===== config.mk =====
export PLATFORM = sky130hd
export DESIGN_NAME = region_guard
export DESIGN_NICKNAME = d
export VERILOG_FILES = /design/src/rtl/region_guard_pkg.sv /design/src/rtl/region_lock_bank.sv /design/src/rtl/region_pin_guard.sv /design/src/rtl/region_access_gate.sv /design/src/rtl/region_guard.sv
export SDC_FILE = /design/constraint.sdc
export NUM_CORES = 1
export LEC_CHECK = 0
export BUFFER_PORTS_ARGS = -buffer_cell sky130_fd_sc_hd__buf_2
export CAP_MARGIN = 5
export CORE_MARGIN = 2
export CORE_UTILIZATION = 60
export DETAILED_ROUTE_END_ITERATION = 8
export GPL_TIMING_DRIVEN = 0
export HOLD_SLACK_MARGIN = 0.05
export MAX_ROUTING_LAYER = met4
export PLACE_DENSITY = 0.86
export SYNTH_ARGS = -nofsm -noshare
export SYNTH_HDL_FRONTEND = slang
export SYNTH_SLANG_ARGS = --single-unit

===== constraint.sdc =====
create_clock -name clk -period 2.33 [get_ports clk]
set_input_delay 0 -clock clk [delete_from_list [all_inputs] [get_ports clk]]
set_output_delay 0 -clock clk [all_outputs]
set_load 0.02 [all_outputs]

===== src/rtl/region_guard_pkg.sv =====
package region_guard_pkg;

    // Field positions inside one lock register byte
    localparam int WL_POS = 0;
    localparam int LD_POS = 1;
    localparam int RL_POS = 2;

    typedef struct packed {
        logic rd_lock;    // bit 2
        logic lock_down;  // bit 1
        logic wr_lock;    // bit 0
    } lock_bits_t;

    localparam lock_bits_t LOCK_RESET = '{rd_lock: 1'b0, lock_down: 1'b0, wr_lock: 1'b1};
    localparam lock_bits_t LOCK_ABSENT = '{rd_lock: 1'b1, lock_down: 1'b1, wr_lock: 1'b1};

    typedef enum logic [1:0] {
        OP_NONE   = 2'd0,
        OP_MODIFY = 2'd1,
        OP_READ   = 2'd2
    } op_kind_t;

    function automatic logic [7:0] pack_reg(lock_bits_t b);
        return {5'b0, b};
    endfunction

    function automatic lock_bits_t unpack_reg(logic [2:0] d);
        lock_bits_t b;
        b.wr_lock   = d[WL_POS];
        b.lock_down = d[LD_POS];
        b.rd_lock   = d[RL_POS];
        return b;
    endfunction

    // Program and erase dominate a simultaneous read
    function automatic op_kind_t classify(logic prog, logic erase, logic rd);
        if (prog || erase) return OP_MODIFY;
        if (rd)            return OP_READ;
        return OP_NONE;
    endfunction

endpackage


===== src/rtl/region_lock_bank.sv =====
module region_lock_bank
    import region_guard_pkg::*;
#(
    parameter int NUM_REGIONS = 16,
    parameter int IDX_W       = 4
) (
    input  logic                          clk,
    input  logic                          rst,
    input  logic                          wr_req,
    input  logic [IDX_W-1:0]              wr_idx,
    input  lock_bits_t                    wr_bits,
    output lock_bits_t [NUM_REGIONS-1:0]  locks
);

    lock_bits_t q [NUM_REGIONS];

    for (genvar i = 0; i < NUM_REGIONS; i++) begin : g_reg
        logic hit;
        assign hit = wr_req && (wr_idx == IDX_W'(i));

        always_ff @(posedge clk) begin
            if (rst)
                q[i] <= LOCK_RESET;
            else if (hit && !q[i].lock_down)
                q[i] <= wr_bits;
        end

        assign locks[i] = q[i];

        // reset value
        a_r1_reset_value: assert property (@(posedge clk)
            rst |=> (q[i] == LOCK_RESET));

        // a frozen register keeps its value until reset
        a_r5_frozen: assert property (@(posedge clk) disable iff (rst)
            q[i].lock_down |=> $stable(q[i]));

        // an accepted write lands on the next edge
        a_r3_write_lands: assert property (@(posedge clk) disable iff (rst)
            (hit && !q[i].lock_down) |=> (q[i] == $past(wr_bits)));
    end

endmodule


===== src/rtl/region_pin_guard.sv =====
module region_pin_guard #(
    parameter int NUM_REGIONS = 16
) (
    input  logic                   top_lock_n,
    input  logic                   main_wp_n,
    output logic [NUM_REGIONS-1:0] pin_prot
);

    for (genvar i = 0; i < NUM_REGIONS; i++) begin : g_pin
        if (i == NUM_REGIONS - 1) begin : g_top
            assign pin_prot[i] = !top_lock_n;
        end else begin : g_main
            assign pin_prot[i] = !main_wp_n;
        end
    end

endmodule


===== src/rtl/region_access_gate.sv =====
module region_access_gate
    import region_guard_pkg::*;
#(
    parameter int NUM_REGIONS = 16,
    parameter int IDX_W       = 4
) (
    input  logic                          clk,
    input  logic                          rst,
    input  lock_bits_t [NUM_REGIONS-1:0]  locks,
    input  logic [NUM_REGIONS-1:0]        pin_prot,
    input  logic [IDX_W-1:0]              op_region,
    input  logic                          op_prog,
    input  logic                          op_erase,
    input  logic                          op_read,
    output logic                          op_permit,
    output logic                          op_err,
    output logic [7:0]                    rd_mask
);

    logic       idx_ok;
    lock_bits_t cur;
    logic       pin_hit;
    logic       mod_ok;
    op_kind_t   kind;

    if (NUM_REGIONS == (1 << IDX_W)) begin : g_full
        assign idx_ok = 1'b1;
    end else begin : g_part
        assign idx_ok = (int'(op_region) < NUM_REGIONS);
    end

    assign cur     = idx_ok ? locks[op_region] : LOCK_ABSENT;
    assign pin_hit = idx_ok ? pin_prot[op_region] : 1'b1;
    assign mod_ok  = !cur.wr_lock && !pin_hit;
    assign kind    = classify(op_prog, op_erase, op_read);

    always_comb begin
        op_permit = 1'b0;
        op_err    = 1'b0;
        unique case (kind)
            OP_MODIFY: begin
                op_permit = mod_ok;
                op_err    = !mod_ok;
            end
            OP_READ:   op_permit = 1'b1;
            default:   ;
        endcase
    end

    assign rd_mask = cur.rd_lock ? 8'h00 : 8'hFF;

    // write lock denies program/erase
    a_r6_wl_denies: assert property (@(posedge clk) disable iff (rst)
        ((op_prog || op_erase) && cur.wr_lock) |-> (!op_permit && op_err));

    // error flag only ever follows a modify request
    a_r10_err_needs_modify: assert property (@(posedge clk) disable iff (rst)
        op_err |-> (op_prog || op_erase));

    // an open mask implies an unlocked region
    a_r10_mask_open: assert property (@(posedge clk) disable iff (rst)
        (rd_mask != 8'h00) |-> !cur.rd_lock);

    // permit and error never together
    a_r9_exclusive: assert property (@(posedge clk) disable iff (rst)
        !(op_permit && op_err));

endmodule


===== src/rtl/region_guard.sv =====
module region_guard
    import region_guard_pkg::*;
#(
    parameter int NUM_REGIONS = 16,
    parameter int ADDR_W      = 23,
    parameter int IDX_LSB     = 16,
    parameter int SPACE_BIT   = 22,
    localparam int IDX_W      = (NUM_REGIONS > 1) ? $clog2(NUM_REGIONS) : 1
) (
    input  logic              clk,
    input  logic              rst,
    input  logic [ADDR_W-1:0] bus_addr,
    input  logic              bus_wr,
    input  logic              bus_rd,
    input  logic [7:0]        bus_wdata,
    output logic [7:0]        bus_rdata,
    input  logic              top_lock_n,
    input  logic              main_wp_n,
    input  logic [IDX_W-1:0]  op_region,
    input  logic              op_prog,
    input  logic              op_erase,
    input  logic              op_read,
    output logic              op_permit,
    output logic              op_err,
    output logic [7:0]        rd_mask
);

    localparam logic [ADDR_W-1:0] IDX_MASK = ADDR_W'((1 << IDX_W) - 1) << IDX_LSB;

    lock_bits_t [NUM_REGIONS-1:0] locks;
    logic [NUM_REGIONS-1:0]       pin_prot;
    logic [IDX_W-1:0]             reg_idx;
    logic                         reg_hit;
    logic                         idx_ok;
    logic [4:0]                   unused_wdata_hi;

    // Register space: space bit clear and all non-index bits zero
    assign reg_idx = bus_addr[IDX_LSB +: IDX_W];
    assign reg_hit = ((bus_addr & ~IDX_MASK) == '0);
    assign unused_wdata_hi = bus_wdata[7:3];

    if (NUM_REGIONS == (1 << IDX_W)) begin : g_full
        assign idx_ok = 1'b1;
    end else begin : g_part
        assign idx_ok = (int'(reg_idx) < NUM_REGIONS);
    end

    assign bus_rdata = (bus_rd && reg_hit && idx_ok) ? pack_reg(locks[reg_idx]) : 8'h00;

    region_lock_bank #(.NUM_REGIONS(NUM_REGIONS), .IDX_W(IDX_W)) u_bank (
        .clk     (clk),
        .rst     (rst),
        .wr_req  (bus_wr && reg_hit),
        .wr_idx  (reg_idx),
        .wr_bits (unpack_reg(bus_wdata[2:0])),
        .locks   (locks)
    );

    region_pin_guard #(.NUM_REGIONS(NUM_REGIONS)) u_pins (
        .top_lock_n (top_lock_n),
        .main_wp_n  (main_wp_n),
        .pin_prot   (pin_prot)
    );

    region_access_gate #(.NUM_REGIONS(NUM_REGIONS), .IDX_W(IDX_W)) u_gate (
        .clk       (clk),
        .rst       (rst),
        .locks     (locks),
        .pin_prot  (pin_prot),
        .op_region (op_region),
        .op_prog   (op_prog),
        .op_erase  (op_erase),
        .op_read   (op_read),
        .op_permit (op_permit),
        .op_err    (op_err),
        .rd_mask   (rd_mask)
    );

    // top pin guards the top region
    a_r7_top_pin: assert property (@(posedge clk) disable iff (rst)
        (!top_lock_n && (op_prog || op_erase) && (int'(op_region) == NUM_REGIONS - 1))
            |-> (!op_permit && op_err));

    // main pin guards every other region
    a_r8_main_pin: assert property (@(posedge clk) disable iff (rst)
        (!main_wp_n && (op_prog || op_erase) && (int'(op_region) < NUM_REGIONS - 1))
            |-> (!op_permit && op_err));

    // outside register space reads return zero
    a_r4_outside_zero: assert property (@(posedge clk) disable iff (rst)
        (bus_rd && bus_addr[SPACE_BIT]) |-> (bus_rdata == 8'h00));

    // upper read-back bits are always zero
    a_r2_upper_zero: assert property (@(posedge clk) disable iff (rst)
        bus_rdata[7:3] == 5'b0);

endmodule


== After elaboration in Yosys (flattened, before gate mapping) ==
Memories as Yosys holds them, arrays and structs flattened.
Index checks and enable logic that the tools add are counted.

* Bits in registers: 0
* Bits in writable memories: 48
* Bits of input ports: 44
* Word-level logic and storage cells: 178
* Memories kept: 1

* Magnitude comparators: 2
* Equal/unequal tests: 17
* Multiplexer cells: 83
* Bitwise operators: 16
* Reductions and logical operators: 59

{| class="wikitable"
|+ Memories
! name !! words !! bits a word !! read ports !! clocked after Yosys merged registers in !! write ports !! line !! source
|-
| u_bank.q || 16 || 3 || 16 || 0 || 16 || region_lock_bank.sv:15 || <nowiki>lock_bits_t q [NUM_REGIONS];</nowiki>
|}

{| class="wikitable"
|+ Operator list
! operator !! number
|-
| $mux 3 || 19
|-
| $mux 1 || 55
|-
| $logic_and 1x1->1 || 35
|-
| $eq 4x4->1 const B || 8
|-
| $bmux 3 s4 || 2
|-
| $logic_not 23->1 || 1
|-
| $logic_not 1->1 || 21
|-
| $eq 4x3->1 const B || 4
|-
| $or 1x1->1 || 16
|-
| $lt 4x5->1 const B || 2
|-
| $eq 4x2->1 const B || 2
|-
| $mux 2 || 4
|-
| $mux 8 || 1
|-
| $bmux 1 s4 || 1
|-
| $eq 4x1->1 const B || 1
|-
| $logic_not 4->1 || 1
|-
| $eq 2x1->1 const B || 1
|-
| $eq 2x2->1 const B || 1
|-
| $pmux 1 s2 || 1
|-
| $logic_or 1x1->1 || 1
|}

== Longest topological paths before layout ==
Gate-level depths: netlist (run 1).

* Word-level depth: 8
* Depth in mapped cells: 6

== Hierarchy ==
A second synthesis (run 1) with hierarchy kept.

* Cell total of the unflattened synthesis: 251
* Area, all modules: 3090.5 µm²

{| class="wikitable"
|+ Modules (own cells, without submodules)
! module !! instances !! cells an instance !! area an instance (µm²) !! seq. area each (µm²)
|-
| region_lock_bank || 1 || 148 || 2044.5 || 1441.4
|-
| region_guard || 1 || 33 || 484.2 || 0.0
|-
| region_access_gate || 1 || 54 || 449.2 || 0.0
|-
| region_pin_guard || 1 || 16 || 112.6 || 0.0
|}

== Worst setup path after synthesis (run 1) ==
Ideal clock, no wire load.

* Kind: reg-to-output
* Start: mem u_bank.q[1][5] in the netlist's numbering
* End: out rd_mask[1]
* Data arrival time: 1746 ps
* Required time: 2330 ps
* Setup slack: 584 ps
* Cell stages (with the launch flop): 5
* Buffers on the path: 1
* Cell sequence: edfxtp_1 > mux4_1 > mux4_2 > inv_1 > buf_4

{| class="wikitable"
|+ RTL lines
! element !! line !! source
|-
| from (decl) || region_lock_bank.sv:15 ||
|-
| to (decl) || region_guard.sv:25 || <nowiki>output logic [7:0] rd_mask</nowiki>
|}

==> results of run 1 <==
routing by layer:
metal	GRT usage, %	share of wire, %	wire [µm]	vias up
met3	7.94	13	1120	39
met5	-	0	0	-
met4	10.5	3.0	257	0
li1	-	-	-	1152
met2	54.4	48	4080	239
met1	40.7	36	3040	1242
tightest hold or removal path, stage by stage:
cell	delay [ns]
buf_2	0.08
nor2_1	0.12
nand4_1	0.13
per-stage QoR:
step	cell area, µm²	hold WS [ns]
floorplan	3090	0.179
global placement	3400	0.367
detailed placement	3400	0.387
CTS	3510	0.110
global route	3510	0.135
finish	3510	0.127
placed cells by master (no fill, tap or decap), drive strengths merged, types with 2 or more instances in the layout:
cell type / Yosys / routed
a31oi: 4 / 4
a22oi: 3 / 3
or2: 6 / 6
buf: 24 / 70
nand3: 7 / 7
mux2i: 8 / 8
nand4: 16 / 16
a31o: 16 / 16
edfxtp: 48 / 48
nand2b: 14 / 14
clkbuf: 17 / 23
nor2b: 4 / 4
nand2: 5 / 5
nor4: 36 / 36
or3: 4 / 4
mux4: 19 / 19
conb: 1 / 5
nor3: 5 / 5
and3: 2 / 2
nor2: 16 / 16
area by class of cell:
| type | instances | share of cell area, % |
|---|---|---|
| clock buffer | 6 | 2.07 |
| timing repair buffer | 46 | 6.56 |
| multi-input combinational | 174 | 40.4 |
| clock inverter | 2 | 0.998 |
| inverter | 1 | 0.107 |
| buffer | 41 | 6.31 |
| tap | 70 | 2.49 |
| sequential | 48 | 41.1 |
cell families (layout without fill, tap and decap cells):
logic type | count (synthesis) | count (layout) | share of synthesized area [%]
flops | 48 | 48 | 46.9
buf+inv | 42 | 96 | 7.33
compound gates | 23 | 23 | 6.11
mux | 28 | 28 | 17.5
simple gates | 118 | 118 | 22.0
other cells | 1 | 5 | 0.122
worst max path at each step:
stage | endpoint | slack [ns] | cells after the start
2_1_floorplan | rd_mask[1] | 0.58 | 4
3_3_place_gp | rd_mask[2] | 0.50 | 5
3_5_place_dp | rd_mask[7] | 0.46 | 5
4_1_cts | rd_mask[7] | 0.12 | 5
5_1_grt | rd_mask[2] | 0.02 | 5
6_report | rd_mask[7] | 0.07 | 5
power breakdown:
part           total, mW  switching [mW]  internal (mW)
Combinational      0.325           0.193          0.133
Clock              0.599           0.280          0.319
Sequential         0.979          0.0137          0.965
Total               1.90           0.487           1.42
==> flow_metrics.py, run 1 <==
metrics = {
    "clock_network": {
        "cts_root_buffer": "clkbuf_8",
        "cts_setup_buffers": 0,
        "clk_pin_slew_ns": 0.09,
        "numCtsBuffers": 5,
        "cts_tree": "built",
        "cts.path.max_buffers": 2,
        "numClockSinks": 48,
        "clk_latency_ns": 0.31,
        "cts_hold_buf": 0,
        "h-tree-depth": 2,
        "cts_resized": 0,
    },
    "drt": {
        "drc": 0,
        "routedWlPerCell_um": 21.9,
        "firstDrtPassIters": 5,
        "routed_wl_um": 8500,
        "antenna_left": 0,
        "vias": 2672,
        "first_iter_violations": 307,
        "viasPerCell": 6.89,
    },
    "logic_synthesis": {
        "synthTopCellsByCount": "edfxtp_1 (48), nor4_1 (36), clkbuf_1 (17)",
        "synth-async-reset-ratio_pct": 0,
        "syn_inst": 260,
        "yosysSeqAreaShare_pct": 46.9,
        "netlist_top_cells_area": "edfxtp_1 (47%), mux4_2 (10%), nor4_1 (7.3%)",
        "synth-main-ff-cell": "edfxtp_1",
        "netlist_area_um2": 3070,
        "ys_types": 29,
        "synth_edf_count": 48,
        "ys_ff_latch": 48,
        "yosys_warnings": 0,
        "yosysTopAreaCell": "edfxtp_1",
        "post-synth-top-count-cell": "edfxtp_1",
        "yosysTopAreaCellShare_pct": 46.9,
        "syn_area_per_cell_um2": 11.8,
    },
    "final_layout": {
        "seqCellArea_um2": 1440,
        "layout.cells.non_filler": 388,
        "final_util_pct": 70.1,
        "largest-register": "u_bank.q",
        "largest_reg_flops": 48,
        "fillCellCount": 385,
        "drive_gt1_share_pct": 30.5,
        "multiInputGateArea_um2": 1420,
        "area_growth_pct": 14.3,
        "top_regs": "u_bank.q (48)",
        "nNetsFinal": 361,
        "insertedDiodeCount": 0,
    },
    "setup_path": {
        "cp-start-kind": "flip-flop",
        "startpoint": "u_bank.q[1][5]$_SDFFCE_PN0P_",
        "cp_max_fo": 8,
        "path_class": "reg -> out",
        "worstReg2RegStart": "u_bank.q[0][4]$_SDFFCE_PN0P_",
        "required_ns": 2.33,
        "worst_r2r_path_depth": 2,
        "endpoint_kind": "output port",
        "cp.buffers_inverters": 3,
        "cp.arrival_ns": 2.26,
        "slowest_stage": "mux4_1",
        "max_stage_delay_ns": 0.58,
        "path_delay_family": "multiplexers",
        "crit_chain": "mux4_1 -> mux4_2 -> inv_1 -> buf_4 -> buf_2",
        "regToRegSetupSlack_ns": 0.95,
        "r2r-end": "u_bank.q[0][5]$_SDFFCE_PN0P_",
    },
    "timing": {
        "fin_crit_sh_pct": 96.9,
        "tns_ns": 0,
        "final_hold_viol_count": 0,
        "rsz0062_at_grt": "no",
        "setup_violations": 0,
        "period_needed_ns": 2.26,
        "max_freq_mhz": 443,
        "slew_headroom_pct": 50.8,
        "skew_ns": 0.00831,
        "timing.final.ws_setup_ns": 0.0729,
        "tightest_slew_ns": 0.735,
        "finalMaxSlewViolations": 0,
    },
    "hold_path": {
        "hp-class": "in -> reg",
        "holdPathStages": 3,
        "worst_hold_path.endpoint": "u_bank.q[0][6]$_SDFFCE_PN1P_",
        "holdCritStartpoint": "bus_wdata[0]",
    },
    "power": {
        "power.total_mw": 1.90,
        "max-vdd-ir-drop_mv": 0.402,
        "powerDensity_nw_per_um2": 542,
        "leakagePower_nw": 1.21,
    },
    "grt": {
        "overflow": 0,
        "grt_util_all_layers_pct": 33.1,
        "grt_pass1_vias": 2616,
        "grt_max_degree": 15,
        "grt_antenna_before_repair": 0,
        "grt_pass1_wl_um": 13100,
    },
    "die": {
        "pin_count": 62,
        "chipWidth_um": 75.5,
        "fp.dieH_um": 75.5,
        "fp.coreArea_um2": 5010,
        "row_count": 26,
        "start_util_pct": 61.3,
        "die_area_um2": 5710,
    },
    "place": {
        "port_buffers": 46,
        "dp_hpwl_um": 6250,
        "finalWeightedCongestion": 0.953,
        "dp_slack_ns": 0.459,
        "dp.cells": 380,
    },
    "status": {
        "status": "finished, final reports clean",
    },
    "job": {
        "cap_violations": 0,
    },
}
No activity file was read; power rests on OpenSTA's default activity.
==> run 2, diff against run 1 <==
--- a/config.mk
+++ b/config.mk
@@ -14,6 +14,8 @@
 export HOLD_SLACK_MARGIN = 0.05
 export MAX_ROUTING_LAYER = met4
 export PLACE_DENSITY = 0.86
+export REMOVE_ABC_BUFFERS = 1
+export SETUP_SLACK_MARGIN = 0.4
 export SYNTH_ARGS = -nofsm -noshare
 export SYNTH_HDL_FRONTEND = slang
 export SYNTH_SLANG_ARGS = --single-unit
==> flow_metrics.py, run 2 (synthesis results as in run 1) <==
metrics = {
    "clock_network": {
        "cts_tree": "built",
        "cts_resized": 6,
        "clk_pin_slew_ns": 0.09,
        "clk_latency_ns": 0.30,
        "numClockSinks": 48,
        "h-tree-depth": 2,
        "numCtsBuffers": 5,
        "cts.path.max_buffers": 2,
        "cts_setup_buffers": 0,
        "cts_root_buffer": "clkbuf_8",
        "cts_hold_buf": 0,
    },
    "drt": {
        "vias": 2435,
        "drc": 0,
        "firstDrtPassIters": 5,
        "first_iter_violations": 211,
        "routedWlPerCell_um": 21.4,
        "routed_wl_um": 7530,
        "viasPerCell": 6.92,
        "antenna_left": 0,
    },
    "die": {
        "fp.dieH_um": 75.5,
        "chipWidth_um": 75.5,
        "pin_count": 62,
        "die_area_um2": 5710,
        "row_count": 26,
        "start_util_pct": 61.3,
        "fp.coreArea_um2": 5010,
    },
    "grt": {
        "grt_util_all_layers_pct": 28.1,
        "grt_pass1_vias": 2205,
        "grt_max_degree": 33,
        "grt_pass1_wl_um": 11200,
        "overflow": 0,
        "grt_antenna_before_repair": 0,
    },
    "final_layout": {
        "fillCellCount": 392,
        "layout_commonest_cell": "buf_2",
        "largest-register": "u_bank.q",
        "insertedDiodeCount": 0,
        "area_growth_pct": 7.54,
        "seqCellArea_um2": 1440,
        "most-common-layout-cells": "buf_2 (49), edfxtp_1 (48), nor4_1 (36)",
        "multiInputGateArea_um2": 1410,
        "largest_reg_flops": 48,
        "top_regs": "u_bank.q (48)",
        "final_area_um2": 3300,
        "nNetsFinal": 325,
        "drive_gt1_share_pct": 30.5,
        "final_util_pct": 65.9,
    },
    "setup_path": {
        "cp-start-kind": "flip-flop",
        "path_class": "reg -> out",
        "endpoint_kind": "output port",
        "required_ns": 2.33,
        "cp.arrival_ns": 2.03,
        "cp_max_fo": 8,
    },
    "timing": {
        "max_freq_mhz": 492,
        "final_hold_viol_count": 0,
        "skew_ns": 0.00487,
        "fin_crit_sh_pct": 87.2,
        "setup_violations": 0,
        "finalMaxSlewViolations": 0,
        "period_needed_ns": 2.03,
        "tns_ns": 0,
        "slew_headroom_pct": 19.4,
        "tightest_slew_ns": 1.21,
        "rsz0062_at_grt": "yes",
    },
    "status": {
        "status": "finished, final reports clean",
    },
    "hold_path": {
        "hp-class": "in -> reg",
    },
    "job": {
        "cap_violations": 0,
    },
    "place": {
        "dp_hpwl_um": 5330,
        "placed_cell_area_um2": 3210,
        "port_buffers": 51,
        "finalWeightedCongestion": 0.822,
    },
    "power": {
        "max-vdd-ir-drop_mv": 0.333,
        "leakagePower_nw": 1.07,
        "powerDensity_nw_per_um2": 532,
    },
}
-- run 2: cell types whose count changed in the layout (fill, tap and decap cells not counted), moves of 2 or more --
cell,previous run,this run
buf_2,55,49
buf_4,13,2
clkbuf_1,18,0
clkinvlp_4,0,2
mux4_1,5,2
mux4_2,14,17
-- run 2: final timing paths --
path,startpoint,to,slack (ns),cells past startpoint
worst max-delay path,u_bank.q[1][8]$_SDFFCE_PN0P_,rd_mask[1],0.30,4
worst min-delay path,bus_addr[19],u_bank.q[0][6]$_SDFFCE_PN1P_,0.29,3
worst max register to register,u_bank.q[0][7]$_SDFFCE_PN0P_,u_bank.q[0][8]$_SDFFCE_PN0P_,0.93,2
worst min register to register,u_bank.q[1][4]$_SDFFCE_PN0P_,u_bank.q[1][3]$_SDFFCE_PN1P_,0.62,2
-- run 2: worst max-delay path: stages (launching register included) --
cell	delay (ns)
edfxtp_1	0.45
mux4_2	0.49
mux4_2	0.51
inv_4	0.10
buf_2	0.16
-- run 2: layout make-up --
type                    instances  share of cell area [%]
clock inverters                 3                   0.720
flip-flops and latches         48                    43.7
multi-input cells             174                    42.8
well taps                      70                    2.65
repair buffers                 51                    7.88
clock buffers                   5                    2.08
inverters                       1                   0.189
-- run 2: metrics by stage --
step                      worst slack [ns]  hold WS, ns  cells  total power [mW]
after global routing                 0.256        0.316    352              1.81
after CTS                            0.295        0.273    352              1.75
after global placement              0.0347        0.365    344              1.26
after detailed placement           -0.0376        0.375    344              1.27
after floorplan                     0.0998        0.179    223              1.15
final                                0.299        0.290    352              1.76
-- run 2: metal layers --
metal	GRT usage [%]	routed length (µm)	vias to the layer above
li1	-	-	1074
met1	35.9	2860	1182
met4	6.24	94	0
met5	-	0	-
met3	3.31	706	8
met2	48.7	3870	171
-- run 2: where the power goes --
group,leakage (nW),total (mW),internal (mW),switching (mW)
combinational,0.590,0.280,0.106,0.174
sequential,0.440,0.979,0.965,0.0143
clock,0.0404,0.498,0.213,0.286
total,1.07,1.76,1.28,0.474
==> run 3, diff against run 2 <==
--- a/config.mk
+++ b/config.mk
@@ -13,7 +13,7 @@
 export GPL_TIMING_DRIVEN = 0
 export HOLD_SLACK_MARGIN = 0.05
 export MAX_ROUTING_LAYER = met4
-export PLACE_DENSITY = 0.86
+export PLACE_DENSITY = 0.94
 export REMOVE_ABC_BUFFERS = 1
 export SETUP_SLACK_MARGIN = 0.4
 export SYNTH_ARGS = -nofsm -noshare
==> constraint.sdc (replaced) <==
create_clock -name clk -period 2.33 [get_ports clk]
set_input_delay 0.1165 -clock clk [delete_from_list [all_inputs] [get_ports clk]]
set_output_delay 0.1165 -clock clk [all_outputs]
set_load 0.02 [all_outputs]
==> flow_metrics.py, run 3 (synthesis results as in run 1) <==
metrics = {
    "status": {
        "status": "finished, final reports clean",
    },
    "place": {
        "dp_hpwl_um": 5770,
        "dp_slack_ns": -0.0896,
        "finalWeightedCongestion": 0.866,
        "port_buffers": 51,
    },
    "setup_path": {
        "cp.arrival_ns": 2.08,
        "required_ns": 2.21,
        "path_class": "reg -> out",
        "endpoint_kind": "output port",
        "cp_max_fo": 8,
        "cp-start-kind": "flip-flop",
    },
    "die": {
        "start_util_pct": 61.3,
        "die_area_um2": 5710,
        "chipWidth_um": 75.5,
        "fp.coreArea_um2": 5010,
        "row_count": 26,
        "fp.dieH_um": 75.5,
        "pin_count": 62,
    },
    "timing": {
        "slew_headroom_pct": 16.7,
        "timing.final.ws_setup_ns": 0.131,
        "rsz0062_at_grt": "yes",
        "timing.hold.ws_ns": 0.420,
        "max_freq_mhz": 455,
        "tns_ns": 0,
        "setup_violations": 0,
        "fin_crit_sh_pct": 94.4,
        "tightest_slew_ns": 1.24,
        "skew_ns": 0.00287,
        "period_needed_ns": 2.20,
        "final_hold_viol_count": 0,
        "finalMaxSlewViolations": 0,
    },
    "final_layout": {
        "largest_reg_flops": 48,
        "area_growth_pct": 10.0,
        "drive_gt1_share_pct": 31.3,
        "most-common-layout-cells": "edfxtp_1 (48), buf_2 (43), nor4_1 (36)",
        "top_regs": "u_bank.q (48)",
        "layout_commonest_cell": "edfxtp_1",
        "nNetsFinal": 327,
        "insertedDiodeCount": 0,
        "largest-register": "u_bank.q",
        "final_util_pct": 67.4,
    },
    "grt": {
        "grt_use_met3_pct": 7.41,
        "overflow": 0,
        "grt.busiest_layer": "met2",
        "grt_antenna_before_repair": 0,
        "grt_pass1_wl_um": 12300,
        "grt_util_all_layers_pct": 31.0,
        "gr-usage-met2_pct": 49.8,
        "grt_pass1_vias": 2334,
        "grt_max_degree": 33,
        "use_met1_pct": 38.7,
    },
    "drt": {
        "antenna_left": 0,
        "vias": 2548,
        "first_iter_violations": 523,
        "routedWlPerCell_um": 23.5,
        "drc": 0,
        "routed_wl_um": 8320,
        "firstDrtPassIters": 5,
        "viasPerCell": 7.20,
    },
    "clock_network": {
        "cts_tree": "built",
        "cts_root_buffer": "clkbuf_8",
        "h-tree-depth": 2,
        "clk_pin_slew_ns": 0.09,
        "cts.path.max_buffers": 2,
        "numClockSinks": 48,
        "clk_latency_ns": 0.31,
        "numCtsBuffers": 5,
    },
    "power": {
        "max-vdd-ir-drop_mv": 0.404,
        "powerDensity_nw_per_um2": 555,
        "leakagePower_nw": 1.10,
    },
    "job": {
        "cap_violations": 0,
    },
    "hold_path": {
        "hp-class": "in -> reg",
    },
}
## run 3: cell types whose count changed in the layout (fill, tap and decap cells not counted), sizes merged
cell,delta
bufinv,+1
buf,+2
clkinvlp,-2
clkinv,+2
inv,-1
## run 3: critical path: stages (launching register included)
cell      delay, ns
edfxtp_1       0.48
mux4_2         0.53
mux4_2         0.51
clkinv_4       0.10
buf_4          0.14
## run 3: area by class of cell
cell class,instances,area (µm²)
Inverter,1,8.76
Timing Repair Buffer,53,298
Clock buffer,5,68.8
Fill cell,338,1630
Multi-Input combinational cell,174,1440
Tap cell,70,87.6
Clock inverter,3,37.5
Sequential cell,48,1440
## run 3: report_power, final
group	leakage (nW)	total (mW)	internal, mW	switching, mW
combinational	0.609	0.305	0.119	0.186
clock	0.0532	0.589	0.313	0.277
sequential	0.440	0.981	0.965	0.0156
total	1.10	1.88	1.40	0.479
## run 3: path summary, 6_finish.rpt
path,slack (ns),cells after the start,startpoint,endpoint
max reg2reg,0.90,3,u_bank.q[0][1]$_SDFFCE_PN0P_,u_bank.q[0][1]$_SDFFCE_PN0P_
min reg2reg,0.62,2,u_bank.q[1][7]$_SDFFCE_PN0P_,u_bank.q[1][6]$_SDFFCE_PN1P_
min,0.42,3,bus_wdata[0],u_bank.q[0][18]$_SDFFCE_PN1P_
max,0.13,4,u_bank.q[1][8]$_SDFFCE_PN0P_,rd_mask[4]
## run 3: per-layer routing
metal | routed length (µm) | vias up
met5 | 0 | -
met4 | 195 | 0
met3 | 948 | 29
met2 | 4240 | 237
met1 | 2940 | 1205
li1 | - | 1077
## run 3: metrics by stage
step | std cells | power, mW | instance area [µm²]
floorplan | 223 | 1.15 | 2860
global placement | 344 | 1.26 | 3210
detailed placement | 344 | 1.27 | 3210
CTS | 353 | 1.84 | 3320
global route | 354 | 1.93 | 3380
finish | 354 | 1.88 | 3380
## run 3: timing repair
item | in CTS | in global routing
resized for setup | 7 | 16
hold buffers | 0 | 0
pin swaps | 0 | 1
setup buffers | 1 | 1
setup endpoints to repair | 88 | 16
